$ cat config.mk
export PLATFORM = sky130hd
export DESIGN_NAME = lwin_xlate
export DESIGN_NICKNAME = d
export VERILOG_FILES = /design/src/rtl/lwin_pkg.sv /design/src/rtl/lwin_regs.sv /design/src/rtl/lwin_match.sv /design/src/rtl/lwin_prio.sv /design/src/rtl/lwin_xlate.sv
export SDC_FILE = /design/constraint.sdc
export NUM_CORES = 1
export LEC_CHECK = 0
export BUFFER_PORTS_ARGS = -buffer_cell sky130_fd_sc_hd__buf_4
export CAP_MARGIN = 15
export CORE_MARGIN = 5
export CORE_UTILIZATION = 25
export CTS_BUF_LIST = sky130_fd_sc_hd__clkbuf_8
export DETAILED_ROUTE_END_ITERATION = 8
export REMOVE_ABC_BUFFERS = 1
export SYNTH_ARGS = -nofsm -noshare
export SYNTH_HDL_FRONTEND = slang
export SYNTH_SLANG_ARGS = --single-unit
$ cat constraint.sdc
create_clock -name clk -period 4.2 [get_ports clk]
set_input_delay 0.84 -clock clk [delete_from_list [all_inputs] [get_ports clk]]
set_output_delay 0.84 -clock clk [all_outputs]
set_load 0.01 [all_outputs]
$ cat src/rtl/lwin_pkg.sv
package lwin_pkg;
  localparam int AW      = 32;
  localparam int PAGE_W  = 20;
  localparam int HI_W    = AW - PAGE_W;
  localparam int SZW     = 4;
  localparam int CT_W    = 3;
  localparam int MAP_W   = 16;
  localparam int MAX_SZ  = HI_W;

  localparam logic [CT_W-1:0] CT_MEM = 3'b011;
  localparam logic [CT_W-1:0] CT_CFG = 3'b101;

  // Mask of the 1 MB page bits that lie above the window size.
  function automatic logic [HI_W-1:0] hi_keep(input logic [SZW-1:0] code);
    int unsigned c;
    logic [HI_W-1:0] low;
    c   = (int'(code) > MAX_SZ) ? MAX_SZ : int'(code);
    low = (HI_W'(1) << c) - HI_W'(1);
    return ~low;
  endfunction

  function automatic logic win_hit(input logic [AW-1:0] addr,
                                   input logic [AW-1:0] base);
    logic [HI_W-1:0] keep;
    keep = hi_keep(base[7:4]);
    return base[0] && (((addr[AW-1:PAGE_W] ^ base[AW-1:PAGE_W]) & keep) == '0);
  endfunction

  function automatic logic [AW-1:0] win_xlate(input logic [AW-1:0]    addr,
                                              input logic [AW-1:0]    base,
                                              input logic [MAP_W-1:0] map);
    logic [HI_W-1:0] keep;
    logic [HI_W-1:0] hi;
    logic [1:0]      lo2;
    keep = hi_keep(base[7:4]);
    hi   = (map[MAP_W-1:4] & keep) | (addr[AW-1:PAGE_W] & ~keep);
    lo2  = (map[3:1] == CT_CFG && !map[0]) ? 2'b00 : addr[1:0];
    return {hi, addr[PAGE_W-1:2], lo2};
  endfunction
endpackage

$ cat src/rtl/lwin_regs.sv
module lwin_regs
  import lwin_pkg::*;
#(
  parameter int NWIN  = 3,
  localparam int WIN_W = (NWIN > 1) ? $clog2(NWIN) : 1
) (
  input  logic                        clk,
  input  logic                        rst_n,
  input  logic                        we,
  input  logic [WIN_W-1:0]            win,
  input  logic                        sel,
  input  logic [AW-1:0]               wdata,
  output logic [NWIN-1:0][AW-1:0]     base_q,
  output logic [NWIN-1:0][MAP_W-1:0]  map_q
);
  for (genvar w = 0; w < NWIN; w++) begin : g_win
    logic hit_w;
    assign hit_w = we && (int'(win) == w);
    always_ff @(posedge clk) begin
      if (!rst_n) begin
        base_q[w] <= '0;
        map_q[w]  <= '0;
      end else if (hit_w) begin
        if (!sel) base_q[w] <= wdata;
        else      map_q[w]  <= wdata[MAP_W-1:0];
      end
    end
  end
endmodule

$ cat src/rtl/lwin_match.sv
module lwin_match
  import lwin_pkg::*;
(
  input  logic [AW-1:0]    addr,
  input  logic [AW-1:0]    base,
  input  logic [MAP_W-1:0] map,
  output logic             hit,
  output logic [AW-1:0]    xaddr
);
  assign hit   = win_hit(addr, base);
  assign xaddr = win_xlate(addr, base, map);
endmodule

$ cat src/rtl/lwin_prio.sv
module lwin_prio #(
  parameter int NWIN  = 3,
  localparam int WIN_W = (NWIN > 1) ? $clog2(NWIN) : 1
) (
  input  logic [NWIN-1:0]  req,
  output logic [NWIN-1:0]  grant_oh,
  output logic [WIN_W-1:0] grant_idx,
  output logic             any
);
  always_comb begin
    grant_oh  = '0;
    grant_idx = '0;
    for (int i = NWIN - 1; i >= 0; i--) begin
      if (req[i]) begin
        grant_oh  = '0;
        grant_oh[i] = 1'b1;
        grant_idx = WIN_W'(i);
      end
    end
  end
  assign any = |req;
endmodule

$ cat src/rtl/lwin_xlate.sv
module lwin_xlate
  import lwin_pkg::*;
#(
  parameter int NWIN  = 3,
  localparam int WIN_W = (NWIN > 1) ? $clog2(NWIN) : 1
) (
  input  logic             clk,
  input  logic             rst_n,
  input  logic             cfg_we,
  input  logic [WIN_W-1:0] cfg_win,
  input  logic             cfg_sel,
  input  logic [AW-1:0]    cfg_wdata,
  input  logic             lk_valid,
  input  logic [AW-1:0]    lk_addr,
  output logic             rs_valid,
  output logic             rs_hit,
  output logic [WIN_W-1:0] rs_win,
  output logic [AW-1:0]    rs_addr,
  output logic [CT_W-1:0]  rs_ctype,
  output logic             rs_pref
);
  logic [NWIN-1:0][AW-1:0]    base_q;
  logic [NWIN-1:0][MAP_W-1:0] map_q;
  logic [NWIN-1:0][AW-1:0]    xaddr_vec;
  logic [NWIN-1:0]            match_vec;
  logic [NWIN-1:0]            win_oh;
  logic [WIN_W-1:0]           win_idx;
  logic                       any_hit;

  lwin_regs #(.NWIN(NWIN)) u_regs (
    .clk(clk), .rst_n(rst_n), .we(cfg_we), .win(cfg_win), .sel(cfg_sel),
    .wdata(cfg_wdata), .base_q(base_q), .map_q(map_q)
  );

  for (genvar w = 0; w < NWIN; w++) begin : g_match
    lwin_match u_match (
      .addr(lk_addr), .base(base_q[w]), .map(map_q[w]),
      .hit(match_vec[w]), .xaddr(xaddr_vec[w])
    );
  end

  lwin_prio #(.NWIN(NWIN)) u_prio (
    .req(match_vec), .grant_oh(win_oh), .grant_idx(win_idx), .any(any_hit)
  );

  always_ff @(posedge clk) begin
    if (!rst_n) begin
      rs_valid <= 1'b0;
      rs_hit   <= 1'b0;
      rs_win   <= '0;
      rs_addr  <= '0;
      rs_ctype <= '0;
      rs_pref  <= 1'b0;
    end else begin
      rs_valid <= lk_valid;
      if (lk_valid && any_hit) begin
        rs_hit   <= 1'b1;
        rs_win   <= win_idx;
        rs_addr  <= xaddr_vec[win_idx];
        rs_ctype <= map_q[win_idx][3:1];
        rs_pref  <= base_q[win_idx][2];
      end else begin
        rs_hit   <= 1'b0;
        rs_win   <= '0;
        rs_addr  <= '0;
        rs_ctype <= '0;
        rs_pref  <= 1'b0;
      end
    end
  end
endmodule

==> summary.md <==
| Metric | Value |
|---|---|
| Post-synth ARST share | `0%` |
| CTS sink cnt | `between 100 and 150` |
| PostCTS Resize Cnt | `0` |
| Final hold vios | `0` |
| Via count | `5905` |
| CP peak stage delay | `0.72 ns` |
| Post-CTS Setup Inserts | `0` |
| Final Skew | `between 0.01 and 0.015 ns` |
| Synthesized instance count | `between 800 and 900` |
| Sw frac | `~28%` |
| Most common cell after layout, fill and taps aside | `nand2_1` |
| Class of the worst hold path | `reg2reg` |
| Core Area | `27600 µm²` |
| EDFF count, synth | `0` |
| Outcome | `completed` |
| DRC viols | `0` |
| Pwr dens | `335 nW/µm²` |
| Count of cell types in the netlist | `63` |
| Largest net degree at the start of global routing | `slightly above 100` |
| Synthesized cell area | `just under 7000 µm²` |
| Starting density of the core | `25.2%` |
| Worst IR Drop VDD | `between 100 and 150 µV` |
| Share of layout cells above drive strength 1 | `between 20% and 30%` |
| Diode count | `0` |
| Die height | `177 µm` |
| Cts hold-fix bufs | `0` |
| Reg2reg path depth | `11` |
| First-pass GRT wire length | `34200 µm` |
| CTS tree | `done` |
| RSZ-0062 raised after global routing | `no` |
| CP Class | `reg2reg` |
| Reg power frac | `49.1%` |
| Slack of the critical path | `around 0.54 ns` |
| Vias per cell | `about 4.6` |
| Die width | `177 µm` |
| Worst-margin pin slew | `slightly above 0.9 ns` |
| Util after Layout | `30.5%` |
| Main flop type after synthesis | `dfxtp_1` |
| DRT Wirelength | `22200 µm` |
| Root Buffer Master | `clkbuf_8` |
| Routed WL per cell | `between 15 and 20 µm` |
| DRT antenna net count | `0` |
| Startpoint Class | `register` |
| Clock power share | `41.4%` |
| Most frequent cells in the layout | `nand2_1, dfxtp_1, buf_4` |
| Fmax | `approximately 0.27 GHz` |
| Critical Path Fanout Max | `16` |
| Initial antenna violation count | `0` |
| Slowest stage cell on the critical path | `a2111o_1` |
| CP required | `about 4.6 ns` |
| Comb power frac | `under 10%` |
| Clock transition at path regs | `approximately 0.090 ns` |
| Synthesis-stage register bit count | `around 140` |
| Max cap viols | `0` |
| Setup crit end kind | `register` |
| Boundary pin count | `111` |
| Dpl ws | `approximately 0.60 ns` |
| CP cell instances | `or2_2, nor3_1, inv_1, ha_1, and2_1, o21ai_0, a21oi_1, a31oi_1, a2111o_1, a2111oi_0, a311oi_1` |
| Pre-antenna DRT Iters | `5` |
| Fin cells | `1270` |
| Initial drt markers | `between 400 and 500` |
| Fill cells | `a little under 3000` |
| Final period util | `87.2%` |
| Register Area | `~2800 µm²` |
| Number of cells after detailed placement | `around 1200` |
| Placement Rows | `around 60` |
| Worst path arrival time | `roughly 4.0 ns` |
| Min cycle time layout | `around 3.7 ns` |
| Number of global-route vias before repair | `5854` |
| Die ar. | `~31000 µm²` |
| Leak | `a little over 3 nW` |
| H-tree levels | `4` |
| Worst-Skew Late Latency | `between 0.4 and 0.5 ns` |
| Relative slew margins | `38.4%` |
| Maximum clock path buffer count | `2` |
| Internal power | `approximately 0.0020 W` |
| I/O Buffers | `about 110` |
| GP Congestion | `about 0.88` |
| Multi-input logic area | `about 3800 µm²` |
| # nets final | `~950` |
| Psw | `0.000788 W` |
| Post-route cell area | `about 8400 µm²` |
| Max-slew violation total from the final report | `0` |
| Mean post-synth cell area | `roughly 8.7 µm²` |
| Dpl cell area | `between 8000 and 9000 µm²` |
| Setup violations, final | `0` |
| TritonCTS Buffers | `17` |
| Synth Warn # | `0` |
| Layout area overhead | `20.9%` |
| Gr usage total | `between 10% and 20%` |
| Sequential area share after synthesis | `40.9%` |
| Detail Placement HPWL | `approximately 16000 µm` |
| Hold path depth | `2` |
| Gr ovfl total | `0` |
| Setup tns final | `0 ns` |
==> metrics by stage <==
| step | power [W] | hold WS (ns) |
|---|---|---|
| final | 0.00282 | 0.469 |
| after global routing | 0.00293 | 0.489 |
| after CTS | 0.00285 | 0.471 |
| after detailed placement | 0.00168 | 0.455 |
| after global placement | 0.00168 | 0.448 |
| after floorplan | 0.00154 | 0.439 |
==> power groups by stage <==
| stage | clock network [W] | logic [W] | registers [W] |
|---|---|---|---|
| after global routing | 0.00125 | 0.000293 | 0.00139 |
| after CTS | 0.00119 | 0.000270 | 0.00138 |
| final | 0.00117 | 0.000269 | 0.00138 |
| after detailed placement | 0 | 0.000268 | 0.00141 |
| after floorplan | 0 | 0.000129 | 0.00141 |
| after global placement | 0 | 0.000266 | 0.00141 |
==> kinds of logic after synthesis <==
family	after synthesis	share of synthesized area (%)
xor gates and xnor gates	39	4.91
DFF	142	40.9
and+or+nand+nor	332	21.8
adders and majority gates	3	0.540
AOI/OAI and AO/OA	180	20.8
buffers and inverters	68	5.04
muxes	38	6.08
==> layout make-up <==
class                      instances  share of cell area, %
clock buffer                      17                   2.78
clock inverter                    15                   2.11
inverter                          10                  0.446
multi-input combinational        592                   44.9
sequential                       142                   33.8
tap                              378                   5.62
timing repair buffer             116                   10.4
==> worst paths after layout <==
check                                      start                       endpoint  slack, ns
setup / recovery  u_regs.base_q[69]$_SDFFE_PN0P_         rs_addr[20]$_SDFF_PN0_       0.54
hold / removal     u_regs.map_q[39]$_SDFFE_PN0P_  u_regs.map_q[39]$_SDFFE_PN0P_       0.47
setup reg to reg  u_regs.base_q[69]$_SDFFE_PN0P_         rs_addr[20]$_SDFF_PN0_       0.54
hold reg to reg    u_regs.map_q[39]$_SDFFE_PN0P_  u_regs.map_q[39]$_SDFFE_PN0P_       0.47
==> worst max-delay path, delay by kind of cell, from the launching register on <==
kind | cells | cell delay, ns
AOI/OAI and AO/OA | 6 | 1.97
adders and majority gates | 1 | 0.29
buffers and inverters | 1 | 0.11
DFF | 1 | 0.38
and+or+nand+nor | 3 | 0.80
==> metal layers <==
layer | vias up | GRT usage (%) | share of wire, %
li1 | 2882 | - | -
met1 | 2831 | 18.3 | 45
met2 | 159 | 23.2 | 47
met3 | 33 | 3.59 | 5.6
met4 | 0 | 5.00 | 2.6
met5 | - | 0 | 0
==> state kept, by name, summed over array words and instances, names as in the netlist <==
| signal | flops |
|---|---|
| rs_pref | 1 |
| rs_ctype | 3 |
| u_regs.base_q | 54 |
| rs_addr | 32 |
| rs_win | 2 |
| u_regs.map_q | 48 |
| rs_valid | 1 |
| rs_hit | 1 |
==> Yosys cell counts, types with 6 or more instances <==
cell type  number  share of area, %
a211oi_1        8              0.86
a21boi_0      104                11
a21oi_1        11              0.79
a311oi_1        6              0.76
and2_1         26               2.3
buf_2           8              0.58
buf_4           7              0.76
clkbuf_1       33               1.8
dfxtp_1       142                41
inv_1           9              0.49
mux2_2         14               2.3
mux2i_1        19               2.7
nand2_1       238                13
nand3_1         9              0.65
nor2_1         11              0.59
nor2b_1         7              0.63
nor3_1         18               1.3
o211ai_1        7              0.76
o21ai_0        10              0.72
xnor2_1        11               1.4
xor2_1         28               3.5
No activity file was read; power rests on OpenSTA's default activity.
